==> src/rtl/aud_csr_pkg.sv <==
`timescale 1ns/1ps
package aud_csr_pkg;
    localparam int REG_W  = 32;
    localparam int ADDR_W = 6;
    localparam int NUM_CH = 8;
    localparam int CH_W   = $clog2(NUM_CH);

    localparam logic [ADDR_W-1:0] OFF_CMD   = 6'h00;
    localparam logic [ADDR_W-1:0] OFF_MODE  = 6'h04;
    localparam logic [ADDR_W-1:0] OFF_STAT  = 6'h08;
    localparam logic [ADDR_W-1:0] OFF_SCLR  = 6'h0C;
    localparam logic [ADDR_W-1:0] OFF_SSET  = 6'h10;
    localparam logic [ADDR_W-1:0] OFF_IEN   = 6'h14;
    localparam logic [ADDR_W-1:0] OFF_IDIS  = 6'h18;
    localparam logic [ADDR_W-1:0] OFF_IMASK = 6'h1C;
    localparam logic [ADDR_W-1:0] OFF_RHR   = 6'h20;
    localparam logic [ADDR_W-1:0] OFF_THR   = 6'h24;
    localparam logic [ADDR_W-1:0] OFF_VER   = 6'h28;

    // unit index i uses command bit 2*i to enable and 2*i+1 to disable
    localparam int NUM_UNITS = 3;
    localparam int UNIT_RX   = 0;
    localparam int UNIT_CK   = 1;
    localparam int UNIT_TX   = 2;
    localparam int CMD_SRST  = 7;

    localparam int ST_RXON    = 0;
    localparam int ST_RXRDY   = 1;
    localparam int ST_RXOVR   = 2;
    localparam int ST_TXON    = 4;
    localparam int ST_TXRDY   = 5;
    localparam int ST_TXUND   = 6;
    localparam int ST_RXCH_LO = 8;
    localparam int ST_TXCH_LO = 20;

    localparam logic [REG_W-1:0] FLAG_BITS = 32'h0FF0_FF66;
    localparam logic [REG_W-1:0] IRQ_SRC   = 32'h0000_0066;

    typedef enum logic {
        U_OFF = 1'b0,
        U_ON  = 1'b1
    } unit_state_t;

    typedef enum logic [3:0] {
        SEL_NONE, SEL_CMD, SEL_MODE, SEL_STAT, SEL_SCLR, SEL_SSET,
        SEL_IEN, SEL_IDIS, SEL_IMASK, SEL_RHR, SEL_THR, SEL_VER
    } reg_sel_t;
endpackage

==> src/rtl/aud_unit_fsm.sv <==
`timescale 1ns/1ps
module aud_unit_fsm
    import aud_csr_pkg::*;
(
    input  logic clk,
    input  logic rst_n,
    input  logic sreset,
    input  logic en_req,
    input  logic dis_req,
    output logic on,
    output logic start,
    output logic stop
);
    unit_state_t state_q, state_d;

    always_comb begin
        state_d = state_q;
        unique case (state_q)
            U_OFF: if (en_req && !dis_req) state_d = U_ON;
            U_ON:  if (dis_req)            state_d = U_OFF;
        endcase
        if (sreset) state_d = U_OFF;
    end

    always_ff @(posedge clk or negedge rst_n) begin
        if (!rst_n) state_q <= U_OFF;
        else        state_q <= state_d;
    end

    always_ff @(posedge clk or negedge rst_n) begin
        if (!rst_n) begin
            start <= 1'b0;
            stop  <= 1'b0;
        end else begin
            start <= !sreset && (state_q == U_OFF) && (state_d == U_ON);
            stop  <= !sreset && (state_q == U_ON)  && (state_d == U_OFF);
        end
    end

    assign on = (state_q == U_ON);

    a_r3_disable_wins: assert property (@(posedge clk) disable iff (!rst_n)
        dis_req |=> !on);
    a_r2_start_with_level: assert property (@(posedge clk) disable iff (!rst_n)
        start |-> on);
    a_r2_single_pulse: assert property (@(posedge clk) disable iff (!rst_n)
        start |=> !start);
endmodule

==> src/rtl/aud_bus_dec.sv <==
`timescale 1ns/1ps
module aud_bus_dec
    import aud_csr_pkg::*;
(
    input  logic              clk,
    input  logic              rst_n,
    input  logic              bus_wr,
    input  logic              bus_rd,
    input  logic [ADDR_W-1:0] bus_addr,
    input  logic [REG_W-1:0]  mode_q,
    input  logic [REG_W-1:0]  status,
    input  logic [REG_W-1:0]  mask_q,
    input  logic [REG_W-1:0]  rx_hold,
    input  logic [REG_W-1:0]  version,
    output logic              wr_cmd,
    output logic              wr_mode,
    output logic              wr_sclr,
    output logic              wr_sset,
    output logic              wr_ien,
    output logic              wr_idis,
    output logic              wr_thr,
    output logic              rd_rhr,
    output logic [REG_W-1:0]  bus_rdata
);
    reg_sel_t         sel;
    logic [REG_W-1:0] rd_mux;

    always_comb begin
        unique case (bus_addr)
            OFF_CMD:   sel = SEL_CMD;
            OFF_MODE:  sel = SEL_MODE;
            OFF_STAT:  sel = SEL_STAT;
            OFF_SCLR:  sel = SEL_SCLR;
            OFF_SSET:  sel = SEL_SSET;
            OFF_IEN:   sel = SEL_IEN;
            OFF_IDIS:  sel = SEL_IDIS;
            OFF_IMASK: sel = SEL_IMASK;
            OFF_RHR:   sel = SEL_RHR;
            OFF_THR:   sel = SEL_THR;
            OFF_VER:   sel = SEL_VER;
            default:   sel = SEL_NONE;
        endcase
    end

    assign wr_cmd  = bus_wr && (sel == SEL_CMD);
    assign wr_mode = bus_wr && (sel == SEL_MODE);
    assign wr_sclr = bus_wr && (sel == SEL_SCLR);
    assign wr_sset = bus_wr && (sel == SEL_SSET);
    assign wr_ien  = bus_wr && (sel == SEL_IEN);
    assign wr_idis = bus_wr && (sel == SEL_IDIS);
    assign wr_thr  = bus_wr && (sel == SEL_THR);
    assign rd_rhr  = bus_rd && (sel == SEL_RHR);

    always_comb begin
        unique case (sel)
            SEL_MODE:  rd_mux = mode_q;
            SEL_STAT:  rd_mux = status;
            SEL_IMASK: rd_mux = mask_q;
            SEL_RHR:   rd_mux = rx_hold;
            SEL_VER:   rd_mux = version;
            default:   rd_mux = '0;
        endcase
    end

    always_ff @(posedge clk or negedge rst_n) begin
        if (!rst_n)      bus_rdata <= '0;
        else if (bus_rd) bus_rdata <= rd_mux;
    end

    a_r14_write_only_reads_zero: assert property (@(posedge clk) disable iff (!rst_n)
        (bus_rd && (sel == SEL_CMD || sel == SEL_THR || sel == SEL_SCLR ||
                    sel == SEL_SSET || sel == SEL_IEN || sel == SEL_IDIS))
        |=> (bus_rdata == '0));
endmodule

==> src/rtl/aud_status_core.sv <==
`timescale 1ns/1ps
module aud_status_core
    import aud_csr_pkg::*;
(
    input  logic             clk,
    input  logic             rst_n,
    input  logic             sreset,
    input  logic             wr_sclr,
    input  logic             wr_sset,
    input  logic             wr_ien,
    input  logic             wr_idis,
    input  logic             wr_thr,
    input  logic             rd_rhr,
    input  logic [REG_W-1:0] wdata,
    input  logic             rx_on,
    input  logic             tx_on,
    input  logic             rx_push,
    input  logic [CH_W-1:0]  rx_ch,
    input  logic [REG_W-1:0] rx_data,
    input  logic             tx_pull,
    input  logic [CH_W-1:0]  tx_ch,
    output logic [REG_W-1:0] status,
    output logic [REG_W-1:0] mask_q,
    output logic [REG_W-1:0] rx_hold,
    output logic [REG_W-1:0] tx_word,
    output logic             irq
);
    logic [REG_W-1:0] flags_q, flags_d, mask_d;
    logic             rx_ev, tx_ev;

    assign rx_ev = rx_push && rx_on;
    assign tx_ev = tx_pull && tx_on;

    always_comb begin
        flags_d = flags_q;
        if (wr_sset) flags_d = flags_d | (wdata & FLAG_BITS);
        if (wr_sclr) flags_d = flags_d & ~(wdata & FLAG_BITS);
        if (rd_rhr)  flags_d[ST_RXRDY] = 1'b0;
        if (wr_thr)  flags_d[ST_TXRDY] = 1'b0;
        if (rx_ev) begin
            if (flags_q[ST_RXRDY] && !rd_rhr) begin
                flags_d[ST_RXOVR] = 1'b1;
                flags_d[ST_RXCH_LO + int'(rx_ch)] = 1'b1;
            end
            flags_d[ST_RXRDY] = 1'b1;
        end
        if (tx_ev) begin
            if (flags_q[ST_TXRDY]) begin
                flags_d[ST_TXUND] = 1'b1;
                flags_d[ST_TXCH_LO + int'(tx_ch)] = 1'b1;
            end
            flags_d[ST_TXRDY] = 1'b1;
        end
        if (sreset) flags_d = '0;
    end

    always_comb begin
        mask_d = mask_q;
        if (wr_ien)  mask_d = mask_d | (wdata & IRQ_SRC);
        if (wr_idis) mask_d = mask_d & ~(wdata & IRQ_SRC);
        if (sreset)  mask_d = '0;
    end

    always_ff @(posedge clk or negedge rst_n) begin
        if (!rst_n) begin
            flags_q <= '0;
            mask_q  <= '0;
            rx_hold <= '0;
            tx_word <= '0;
        end else begin
            flags_q <= flags_d;
            mask_q  <= mask_d;
            if (sreset) begin
                rx_hold <= '0;
                tx_word <= '0;
            end else begin
                if (rx_ev)  rx_hold <= rx_data;
                if (wr_thr) tx_word <= wdata;
            end
        end
    end

    always_comb begin
        status = flags_q;
        status[ST_RXON] = rx_on;
        status[ST_TXON] = tx_on;
    end

    assign irq = |(flags_q & mask_q & IRQ_SRC);

    a_r7_read_drops_ready: assert property (@(posedge clk) disable iff (!rst_n)
        (rd_rhr && !rx_ev && !sreset && !wr_sset) |=> !status[ST_RXRDY]);
    a_r11_overrun_sticky: assert property (@(posedge clk) disable iff (!rst_n)
        (status[ST_RXOVR] && !(wr_sclr && wdata[ST_RXOVR]) && !sreset)
        |=> status[ST_RXOVR]);
    a_r10_underrun_raised: assert property (@(posedge clk) disable iff (!rst_n)
        (tx_ev && status[ST_TXRDY] && !sreset) |=> status[ST_TXUND]);
    a_r13_sreset_clears: assert property (@(posedge clk) disable iff (!rst_n)
        sreset |=> (mask_q == '0 && (status & FLAG_BITS) == '0 && !irq));
endmodule

==> src/rtl/aud_port_csr.sv <==
`timescale 1ns/1ps
module aud_port_csr
    import aud_csr_pkg::*;
#(
    parameter logic [REG_W-1:0] VERSION = 32'h0000_0113
) (
    input  logic              clk,
    input  logic              rst_n,
    input  logic              bus_wr,
    input  logic              bus_rd,
    input  logic [ADDR_W-1:0] bus_addr,
    input  logic [REG_W-1:0]  bus_wdata,
    output logic [REG_W-1:0]  bus_rdata,
    input  logic              rx_push,
    input  logic [CH_W-1:0]   rx_ch,
    input  logic [REG_W-1:0]  rx_data,
    input  logic              tx_pull,
    input  logic [CH_W-1:0]   tx_ch,
    output logic [REG_W-1:0]  tx_word,
    output logic [REG_W-1:0]  mode_cfg,
    output logic              rx_on,
    output logic              tx_on,
    output logic              ck_on,
    output logic              rx_start,
    output logic              rx_stop,
    output logic              tx_start,
    output logic              tx_stop,
    output logic              ck_start,
    output logic              ck_stop,
    output logic              dp_reset,
    output logic              irq
);
    logic wr_cmd, wr_mode, wr_sclr, wr_sset, wr_ien, wr_idis, wr_thr, rd_rhr;
    logic sreset;
    logic [REG_W-1:0] mode_q, status, mask_q, rx_hold;
    logic [NUM_UNITS-1:0] u_on, u_start, u_stop;

    aud_bus_dec u_dec (
        .clk(clk), .rst_n(rst_n), .bus_wr(bus_wr), .bus_rd(bus_rd),
        .bus_addr(bus_addr), .mode_q(mode_q), .status(status), .mask_q(mask_q),
        .rx_hold(rx_hold), .version(VERSION), .wr_cmd(wr_cmd), .wr_mode(wr_mode),
        .wr_sclr(wr_sclr), .wr_sset(wr_sset), .wr_ien(wr_ien), .wr_idis(wr_idis),
        .wr_thr(wr_thr), .rd_rhr(rd_rhr), .bus_rdata(bus_rdata)
    );

    assign sreset = wr_cmd && bus_wdata[CMD_SRST];

    for (genvar i = 0; i < NUM_UNITS; i++) begin : g_unit
        aud_unit_fsm u_fsm (
            .clk(clk), .rst_n(rst_n), .sreset(sreset),
            .en_req(wr_cmd && bus_wdata[2*i]),
            .dis_req(wr_cmd && bus_wdata[2*i+1]),
            .on(u_on[i]), .start(u_start[i]), .stop(u_stop[i])
        );
    end

    assign rx_on    = u_on[UNIT_RX];
    assign tx_on    = u_on[UNIT_TX];
    assign ck_on    = u_on[UNIT_CK];
    assign rx_start = u_start[UNIT_RX];
    assign tx_start = u_start[UNIT_TX];
    assign ck_start = u_start[UNIT_CK];
    assign rx_stop  = u_stop[UNIT_RX];
    assign tx_stop  = u_stop[UNIT_TX];
    assign ck_stop  = u_stop[UNIT_CK];

    always_ff @(posedge clk or negedge rst_n) begin
        if (!rst_n) begin
            mode_q   <= '0;
            dp_reset <= 1'b0;
        end else begin
            dp_reset <= sreset;
            if (sreset)       mode_q <= '0;
            else if (wr_mode) mode_q <= bus_wdata;
        end
    end

    assign mode_cfg = mode_q;

    aud_status_core u_stat (
        .clk(clk), .rst_n(rst_n), .sreset(sreset), .wr_sclr(wr_sclr),
        .wr_sset(wr_sset), .wr_ien(wr_ien), .wr_idis(wr_idis), .wr_thr(wr_thr),
        .rd_rhr(rd_rhr), .wdata(bus_wdata), .rx_on(rx_on), .tx_on(tx_on),
        .rx_push(rx_push), .rx_ch(rx_ch), .rx_data(rx_data), .tx_pull(tx_pull),
        .tx_ch(tx_ch), .status(status), .mask_q(mask_q), .rx_hold(rx_hold),
        .tx_word(tx_word), .irq(irq)
    );

    a_r13_reset_units_off: assert property (@(posedge clk) disable iff (!rst_n)
        dp_reset |-> (!rx_on && !tx_on && !ck_on && mode_cfg == '0));
endmodule

==> config.mk <==
export PLATFORM = sky130hd
export DESIGN_NAME = aud_port_csr
export DESIGN_NICKNAME = d
export VERILOG_FILES = /design/src/rtl/aud_csr_pkg.sv /design/src/rtl/aud_unit_fsm.sv /design/src/rtl/aud_bus_dec.sv /design/src/rtl/aud_status_core.sv /design/src/rtl/aud_port_csr.sv
export SDC_FILE = /design/constraint.sdc
export NUM_CORES = 1
export LEC_CHECK = 0
export ABC_AREA = 1
export BUFFER_PORTS_ARGS = -buffer_cell sky130_fd_sc_hd__buf_2
export CAP_MARGIN = 20
export CORE_ASPECT_RATIO = 1.1
export CORE_MARGIN = 5
export CORE_UTILIZATION = 56
export CTS_CLUSTER_SIZE = 8
export DETAILED_ROUTE_END_ITERATION = 12
export PLACE_DENSITY = 0.79
export REMOVE_ABC_BUFFERS = 1
export SLEW_MARGIN = 0
export SYNTH_ARGS = -nofsm -noshare
export SYNTH_HDL_FRONTEND = slang
export SYNTH_HIERARCHICAL = 1
export SYNTH_SLANG_ARGS = --single-unit
export TNS_END_PERCENT = 1
==> constraint.sdc <==
create_clock -name clk -period 1.2 [get_ports clk]
set_input_delay 0.12 -clock clk [delete_from_list [all_inputs] [get_ports clk]]
set_output_delay 0.12 -clock clk [all_outputs]
set_load 0.005 [all_outputs]
==> After elaboration in Yosys (flattened, before gate mapping) <==
Cells that the tools add are included.
{ "classes": {"order_cmp": 4, "n_mux": 36, "n_addsub": 2, "reduce_logical": 45, "eq_ne": 21, "bitwise_logic": 15} }
{ "op_table": {"columns": ["cell", "n"], "rows": [
  ["2-to-1 mux 32 bit", 16],
  ["case mux 32 bit (5 select lines)", 1],
  ["bitwise AND 32 bit", 2],
  [">= comparator 32 x 1 -> 1 bit (second input constant)", 2],
  ["< comparator 32 x 7 -> 1 bit (second input constant)", 2],
  ["bitwise OR 32 bit", 2],
  ["case mux 4 bit (11 select lines)", 1],
  ["logical AND 1 bit", 35],
  ["NOT 28 -> 32 bit", 1],
  ["NOT 7 -> 32 bit", 1],
  ["bitwise OR 32 x 28 -> 32 bit", 1],
  ["bitwise OR 32 x 7 -> 32 bit", 1],
  ["== test 6 x 5 -> 1 bit (second input constant)", 4],
  ["== test 6 bit (second input constant)", 3],
  ["== test 4 x 3 -> 1 bit (second input constant)", 4],
  ["== test 4 bit (second input constant)", 4],
  ["2-to-1 mux 1 bit", 13],
  ["== test 6 x 4 -> 1 bit (second input constant)", 2],
  ["demux 1 bit (select 5 bit)", 2],
  ["== test 4 x 2 -> 1 bit (second input constant)", 2],
  ["bitwise AND 7 bit", 1],
  ["adder 5 x 3 -> 6 bit (first input constant)", 1],
  ["== test 6 x 3 -> 1 bit (second input constant)", 1],
  ["zero test 6 bit", 1],
  ["other kinds (7)", 20]
]} }
{ "totals": {"regBits": 202, "wordCells": 139, "in_bits": 82, "out_inout_bits": 107} }

==> Logic depth before layout (Yosys ltp) <==
Gate-level depths: netlist of run 1.
{ "logic_depth": {"ltp_word": 15, "mapped_depth": 13} }

==> Modules after synthesis <==
The synthesis of run 1 kept the hierarchy.
{ "modules_own_cells": {"columns": ["mod", "cells_each", "instances", "area_per_inst_um2", "seq_area_each_um2"], "rows": [
  ["aud_status_core", 525, 1, 4424.2, 2202.1],
  ["aud_bus_dec", 448, 1, 2856.5, 800.8],
  ["aud_port_csr", 160, 1, 1496.4, 825.8],
  ["aud_unit_fsm", 11, 3, 120.1, 75.1]
]} }

==> Least setup slack after synthesis of run 1 <==
No wires, ideal clock.
{ "synth_timing": {"path_type": "input -> register", "startpoint": "in bus_addr[2]", "endpoint": "reg u_stat.tx_word[21]", "slack_ps": -870, "stages": 12, "arrival_ps": 1946, "n_path_buf": 4, "setup_time_ps": 124, "required_ps": 1076, "path_cell_list": "nor2_4 nand2_1 nor4_1 buf_6 nand2_8 buf_6 inv_1 buf_6 inv_1 nand2_2 buf_4 o22ai_2"} }
{ "synth_between": {"elab_chain_cells": 6, "elab_cells_between_ends": 19, "classes_between": "eq/ne: 12; mux: 2; reduce/logical: 5"} }
{ "synth_rtl": {"columns": ["element", "line_no", "source"], "rows": [
  ["from (decl)", "aud_port_csr.sv:11", "input logic [ADDR_W-1:0] bus_addr,"],
  ["== test 6 bit (tied with other cells)", "aud_bus_dec.sv:29", "unique case (bus_addr)"],
  ["case mux 4 bit (11 select lines) *", "aud_bus_dec.sv:29", null],
  ["== test 4 x 1 -> 1 bit *", "aud_bus_dec.sv:45", "assign wr_cmd = bus_wr && (sel == SEL_CMD);"],
  ["logical AND 1 bit *", "aud_bus_dec.sv:45", null],
  ["named net wr_cmd", "aud_port_csr.sv:33", "logic wr_cmd, wr_mode, wr_sclr, wr_sset, wr_ien, wr_idis, wr_thr, rd_rhr;"],
  ["logical AND 1 bit *", "aud_port_csr.sv:46", "assign sreset = wr_cmd && bus_wdata[CMD_SRST];"],
  ["named net sreset", "aud_port_csr.sv:34", "logic sreset;"],
  ["2-to-1 mux 32 bit or nonzero test 2 bit (tied branches)", null, null],
  ["to (signal assigned)", "aud_status_core.sv:78", "if (wr_thr) tx_word <= wdata;"],
  ["to (decl)", "aud_status_core.sv:25", "output logic [REG_W-1:0] tx_word,"]
]} }
Mark *: on every way through the listed nets, which the timed path passes. The rest lies on a longest branch.
A chain may end at the register's enable or synchronous reset.

==> Final worst setup path of run 1 <==
{ "layout_timing": {"startpoint": "reg u_stat.flags_q[5]", "endpoint": "out irq"} }
{ "layout_between": {"elab_chain_cells": 2} }
{ "layout_rtl": {"columns": ["element", "line_no", "source"], "rows": [
  ["from (decl)", "aud_status_core.sv:28", "logic [REG_W-1:0] flags_q, flags_d, mask_d;"],
  ["from (signal assigned)", "aud_status_core.sv:71", "flags_q <= flags_d;"],
  ["bitwise AND 7 bit", "aud_status_core.sv:89", "assign irq = |(flags_q & mask_q & IRQ_SRC);"],
  ["OR reduction 4 bit", "aud_status_core.sv:89", null],
  ["to (decl)", "aud_port_csr.sv:31", "output logic irq"]
]} }
No other way between the ends.

==> results of run 1 <==
## synthesized netlist by cell type
library cell,number
nor4_1,1
nor3_1,2
buf_2,24
nor2_4,3
nor2_2,13
nand4_1,97
inv_2,2
o21ai_2,13
o22ai_1,1
nor3b_2,3
buf_4,46
or2_1,1
nor2_1,29
clkbuf_2,1
dfrtp_1,162
nand3b_1,1
clkbuf_1,23
buf_1,13
nand3_1,171
nand2_2,1
nand3_2,3
o22ai_2,17
nand2_8,1
nand2_1,321
conb_1,3
o21bai_1,32
o21ai_0,21
a21oi_1,39
inv_1,106
buf_6,15
clkinv_1,1
## repair_timing
item / CTS / global route
hold endpoints to repair: 235 / 0
gates resized for setup: 21 / 84
buffers inserted: 9 / 7
hold buffers: 62 / 0
gates cloned: 0 / 4
pin swaps: 5 / 31
setup endpoints to repair: 118 / 127
## sequential cells by signal, summed over array words and instances (netlist names)
register            count
dp_reset                1
g_unit.u_fsm/on         3
g_unit.u_fsm/start      3
g_unit.u_fsm/stop       3
mode_cfg               32
u_dec/bus_rdata        32
u_stat/flags_q         20
u_stat/mask_q           4
u_stat/rx_hold         32
u_stat/tx_word         32
## worst max-delay path: stages, from the launching register on
cell	delay, ps
dfrtp_2	420
nand2_1	70
nand4_1	110
buf_2	160
## power groups by stage
stage                     clock network [mW]  logic [mW]  registers, mW
final                                   5.53        4.29           7.79
after detailed placement                   0        3.58           7.82
after global routing                    5.78        4.75           7.91
after CTS                               5.57        3.96           7.73
after global placement                     0        3.45           7.81
after floorplan                            0        1.91           7.61
## layer usage
metal	global-route usage [%]	routed length, microns	up-vias
li1	-	-	4390
met5	0	0	-
met1	40.2	11900	4403
met3	7.27	2940	106
met2	47.7	14000	601
met4	13.3	1300	0
## cell families (layout without fill, tap and decap cells)
| group | count (synthesis) | after routing |
|---|---|---|
| compound gates | 123 | 123 |
| other cells | 3 | 74 |
| buf+inv | 231 | 490 |
| simple gates | 647 | 648 |
| flops | 162 | 162 |
## worst max-delay path by stage
stage / cells past startpoint / slack [ps] / endpoint / startpoint
floorplan: 8 / -5260 / u_stat/tx_word[10] / bus_addr[1]
global placement: 11 / -540 / u_stat/tx_word[16] / bus_addr[1]
detailed placement: 11 / -590 / u_stat/tx_word[16] / bus_addr[1]
CTS: 3 / -100 / irq / u_stat/flags_q[5]
global route: 10 / -130 / u_stat/flags_q[10] / bus_addr[3]
finish: 3 / -100 / irq / u_stat/flags_q[5]
## layout make-up
type,count,area (sq um)
sequential,162,4060
tap,204,255
clock inverter,11,128
antenna,4,10.0
fill,1121,3810
inverter,109,422
timing repair buffer,349,2620
clock buffer,21,470
multi-input combinational,841,4420
## stage by stage
step	TNS, ps	std cells
finish	-990	1701
global route	-5300	1698
CTS	-266	1687
detailed placement	-72110	1584
global placement	-67830	1584
floorplan	-596530	1111
==> metrics.md, run 1 <==
| Metric | Value |
|---|---|
| Cell leakage power | 6.82 nW |
| Number of global-route vias before repair | roughly 9000 |
| Root buffer cell | clkbuf_16 |
| Final setup fails | 39 |
| Cell area after layout | roughly 0.012 sq mm |
| Hold Path Class | input pin to register |
| RSZ-0062 raised after global routing | yes |
| CTS max path bufs | 2 |
| Grt ovf | 0 |
| CP startpoint kind | register |
| DR pass1 iterations | 6 |
| Synth Register Bits | ~160 |
| CP max FO | 2 |
| Hold Crit Start | rx_ch[0] |
| Share of the synthesized area in the top cell type | 44.4% |
| Core region area | between 0.015 and 0.02 sq mm |
| Post-layout util | 76.5% |
| Max cap viols | 0 |
| Sequential area share after synthesis | roughly 44% |
| Pwr Total | around 18 mW |
| RR Startpoint | u_stat/flags_q[1] |
| TritonCTS Buffers | 17 |
| Period utilization | 108% |
| Post-route ant nets | 0 |
| Area Growth Syn to Fin | 35.4% |
| Avg Cell Area, Syn | approximately 7.8 sq um |
| Layout cell share with drive strength beyond 1 | 29.1% |
| Required time worst endpoint | roughly 1100 ps |
| Dpl hpwl | between 15 and 20 mm |
| Comb power frac | roughly a quarter |
| Critical path class | register to output pin |
| Switching share of power | between 30% and 40% |
| Commonest non-fill, non-tap cells in the layout | nand2_1, buf_2, nand3_1, dfrtp_1, inv_1 |
| Flop pwr share | between 40% and 50% |
| Critical path endpoint category | output pin |
| DRT Wirelength | 30.1 mm |
| Worst-Skew Late Latency | 430 ps |
| Clock slew at reported path FFs | ~70 ps |
| Top cells by area, synth | dfrtp_1, nand2_1, nand3_1, nand4_1, inv_1 |
| CTS tree | yes |
| Largest net degree at the start of global routing | 64 |
| Fin Clk Skew | 10.5 ps |
| Initial core utilization | around 56% |
| FP Rows | 49 |
| First-pass GRT wire length | approximately 46 mm |
| NetSw | between 5 and 6 mW |
| Synth Area in Compound Gates | 9.56% |
| Post-layout min period | 1300 ps |
| Synth Area in Adders | 0% |
| Cell taking the most area after synthesis | dfrtp_1 |
| Largest family of logic cells by synthesized area | simple AND/OR/NAND/NOR gates |
| Die H | 144 microns |
| Final Hold Fails | 0 |
| Clock power share | 31.4% |
| Syn Std Cell Area | between 0.009 and 0.01 sq mm |
| Via Count | 9500 |
| Crit path DAT | roughly 1200 ps |
| DR WL/cell | 17.7 microns |
| Status | finished with violations |
| Final hold slack | approximately 18 ps |
| Initial antenna violation count | 1 |
| Synth warn | 6 |
| Worst R2R Setup Slack | -60 ps |
| Worst Hold Endpoint | u_stat/flags_q[8] |
| Width of the die | 132 microns |
| Setup ws final | -102 ps |
| Fmax | 768 MHz |
| Gr usage total | 30.2% |
| I/O Pins | between 150 and 200 |
| Buffers on Ports | around 190 |
| H-Tree Depth | 4 |
| P per Cell Area | ~1400 mW/mm^2 |
| Mux share of post-synthesis cell area | 0% |
| DR iter-0 viols | 1318 |
| DRC viols | 0 |
| GP Congestion | ~0.94 |
| Placed Area | roughly 0.011 sq mm |
| Place WS | -587 ps |
| R2R Path End | u_stat/flags_q[10] |
| Int Pwr | roughly 12 mW |
| Hold depth | 4 |
| Netlist cell types | 31 |
| Nets | around 1600 |
| Reg2Reg Depth | 5 |
| Most common cell after layout, fill and taps aside | nand2_1 |
| Synth Instances | 1166 |
| VDD IR max | 1.03 mV |
| Final Max Tran Viols | 0 |
| Synth Area in Simple Gates | around 33% |
| Via/cell ratio | ~5.6 |
| Xor/xnor share of the synthesized area | 0% |
| Failing checks | negative setup slack |
| Die area | around 0.019 sq mm |
| TritonCTS Sinks | approximately 160 |
No activity file was read; power rests on OpenSTA's default activity.
==> run 2: changes to the inputs <==
--- a/config.mk
+++ b/config.mk
@@ -15,6 +15,7 @@
 export DETAILED_ROUTE_END_ITERATION = 12
 export PLACE_DENSITY = 0.79
 export REMOVE_ABC_BUFFERS = 1
+export SKIP_LAST_GASP = 1
 export SLEW_MARGIN = 0
 export SYNTH_ARGS = -nofsm -noshare
 export SYNTH_HDL_FRONTEND = slang
==> run 2 against run 1 <==
  * The flow still finishes with violations (negative setup slack)
  * Largest power group unchanged
  * Sequential share of layout area grew 0.73 points
  * Highest routed layer unchanged
  * Wire length shrank 3.9%
  * Combinational power shrank 6.3%
  * Sequential cell count is the same
  * Non-clock buffer count shrank 4
  * Sequential power is essentially flat
==> metrics.md, run 2 (synthesized netlist as in run 1, its figures left out) <==
| Metric | Value |
|---|---|
| Status | finished with violations (unchanged) |
| Failing checks | negative setup slack (unchanged) |
| TritonCTS Sinks | 162 (unchanged) |
| Place WS | -587 ps (unchanged) |
| Bufs and invs on worst path | 1 (unchanged) |
| RR Startpoint | g_unit[0].u_fsm/on (was u_stat/flags_q[1]) |
| P per Cell Area | 1430 mW/mm^2 (was 1420 mW/mm^2) |
| Crit path DAT | 1170 ps (was 1180 ps) |
| Final setup fails | 63 (was 39) |
| Critical path endpoint category | output pin (unchanged) |
| Area Growth Syn to Fin | 32.5% (was 35.4%) |
| Gr usage total | 30.0% (was 30.2%) |
| Setup ws final | -88.9 ps (was -102 ps) |
| Comb power frac | 23.2% (was 24.4%) |
| Hold Path Class | input pin to register (unchanged) |
| CP startpoint kind | register (unchanged) |
| CTS tree | yes (unchanged) |
| Int Pwr | 11.9 mW (was 12.0 mW) |
| Critical path class | register to output pin (unchanged) |
| Post-layout min period | 1290 ps (was 1300 ps) |
| Fmax | 776 MHz (was 768 MHz) |
| Final cell count without fillers | 1696 (was 1701) |
| Number of global-route vias before repair | 8971 (was 9041) |
| H-Tree Depth | 4 (unchanged) |
| Die area | 0.0190 sq mm (unchanged) |
| Commonest non-fill, non-tap cells in the layout | nand2_1, buf_2, nand3_1, dfrtp_1, inv_1 (unchanged) |
| I/O Pins | 189 (unchanged) |
| Hold Crit Start | bus_wdata[2] (was rx_ch[0]) |
| TritonCTS Buffers | 17 (unchanged) |
| FP Rows | 49 (unchanged) |
| Max cap viols | 0 (unchanged) |
| Grt ovf | 0 (unchanged) |
| VDD IR max | 1.12 mV (was 1.03 mV) |
| Final Max Tran Viols | 0 (unchanged) |
| DR WL/cell | 17.1 microns (was 17.7 microns) |
| Crit-path leading delay family | flip-flops (unchanged) |
| Worst Setup SP | u_stat/flags_q[5] (unchanged) |
| Final Hold Fails | 0 (unchanged) |
| Flop pwr share | 44.8% (was 44.2%) |
| Initial core utilization | 56.5% (unchanged) |
| CP peak stage delay | 420 ps (about the same) |
| Cell leakage power | 6.73 nW (was 6.82 nW) |
| Core region area | 0.0162 sq mm (unchanged) |
| Placed Cells | 1584 (unchanged) |
| Initial antenna violation count | 1 (unchanged) |
| GP Congestion | 0.935 (unchanged) |
| DRC viols | 0 (unchanged) |
| Critical Path Slowest Stage Cell | dfrtp_2 (unchanged) |
| Clock power share | 31.9% (was 31.4%) |
| Period utilization | 107% (was 108%) |
| Die H | 144 microns (unchanged) |
| CP max FO | 2 (unchanged) |
| Nets | 1558 (was 1562) |
| Most common cell after layout, fill and taps aside | nand2_1 (unchanged) |
| Clock slew at reported path FFs | 70 ps (about the same) |
| DRT Wirelength | 29.0 mm (was 30.1 mm) |
| First-pass GRT wire length | 46.1 mm (was 46.3 mm) |
| CTS max path bufs | 2 (unchanged) |
| Critical Path, Cell by Cell | nand2_1, nand4_1, buf_2 (unchanged) |
| Dpl hpwl | 19.3 mm (unchanged) |
| Worst-Skew Late Latency | 430 ps (about the same) |
| Buffers on Ports | 188 (unchanged) |
| Required time worst endpoint | 1080 ps (about the same) |
| Width of the die | 132 microns (unchanged) |
| Layout filler cell count | 1203 (was 1121) |
| Switching share of power | 31.1% (was 31.6%) |
| Final hold slack | 10.6 ps (was 18.5 ps) |
| Via/cell ratio | 5.46 (was 5.58) |
| DR pass1 iterations | 8 (was 6) |
| Fin Clk Skew | 8.74 ps (was 10.5 ps) |
| Post-route ant nets | 0 (unchanged) |
| Layout cell share with drive strength beyond 1 | 26.2% (was 29.1%) |
| Via Count | 9256 (was 9500) |
| RSZ-0062 raised after global routing | yes (unchanged) |
| DR iter-0 viols | 1279 (was 1318) |
| Root buffer cell | clkbuf_16 (unchanged) |
| Largest net degree at the start of global routing | 64 (unchanged) |
| NetSw | 5.39 mW (was 5.57 mW) |
==> run 2: cell types whose count changed in the layout (fill, tap and decap cells not counted), moves of 5 or more <==
| cell | delta |
|---|---|
| a21oi_1 | +5 |
| o21ai_0 | +8 |
| nand3_1 | +8 |
| o21ai_1 | +8 |
| nand3_2 | -8 |
| a21oi_2 | -5 |
| o21ai_2 | -14 |
| buf_6 | -6 |
| nand2_1 | +6 |
==> run 2: repair_timing <==
item | in CTS | in global routing
setup buffers | 9 | 4
hold buffers | 62 | 0
pin swaps | 3 | 8
endpoints found under the setup margin | 118 | 133
gates cloned | 0 | 3
hold endpoints to repair | 235 | 0
resized for setup | 6 | 27
==> run 2: path summary, 6_finish.rpt <==
path                                        to  slack [ps]  cells after the start
min in group asynchronous    u_stat/tx_word[8]         130                      2
max in group asynchronous  u_dec/bus_rdata[31]         520                      3
hold reg to reg            u_dec/bus_rdata[27]         470                      2
setup reg to reg            u_stat/rx_hold[27]          30                      5
setup / recovery                           irq         -90                      3
hold / removal                     mode_cfg[2]          10                      3
==> run 2: area by class of cell <==
class	count	area [sq um]	area share [%]
multi-input cells	841	4240	35.0
flip-flops and latches	162	4060	33.5
repair buffers	345	2530	20.9
clock buffers	21	470	3.89
inverters	109	413	3.41
well taps	204	255	2.11
clock inverters	11	128	1.05
diodes	3	7.51	0.0620
==> run 2: power groups by stage <==
stage	clock (mW)	sequential, mW	combinational, mW
floorplan	0	7.61	1.91
global placement	0	7.81	3.45
detailed placement	0	7.82	3.58
CTS	5.57	7.73	3.94
global route	5.78	7.89	4.51
finish	5.53	7.76	4.02
==> run 2: worst min-delay path, stage by stage <==
cell	delay (ps)
buf_2	150
nand3_1	90
nand2_1	50
==> run 2: metal layers <==
| layer | global-route usage (%) | share of wire, % |
|---|---|---|
| met1 | 40.3 | 41 |
| met2 | 47.8 | 47 |
| met3 | 6.82 | 8.3 |
| met4 | 12.6 | 3.1 |
| met5 | 0 | 0 |
==> run 2: stage by stage <==
stage          util [%]  power [mW]  instance area, sq um  setup TNS, ps
2_1_floorplan         -        9.51                  8610        -596530
3_3_place_gp       65.8        11.3                 10700         -67830
3_5_place_dp       65.8        11.4                 10700         -72110
4_1_cts            73.9        17.2                 12000          -4190
5_1_grt            74.8        18.2                 12100         -10430
6_report           74.8        17.3                 12100          -1820
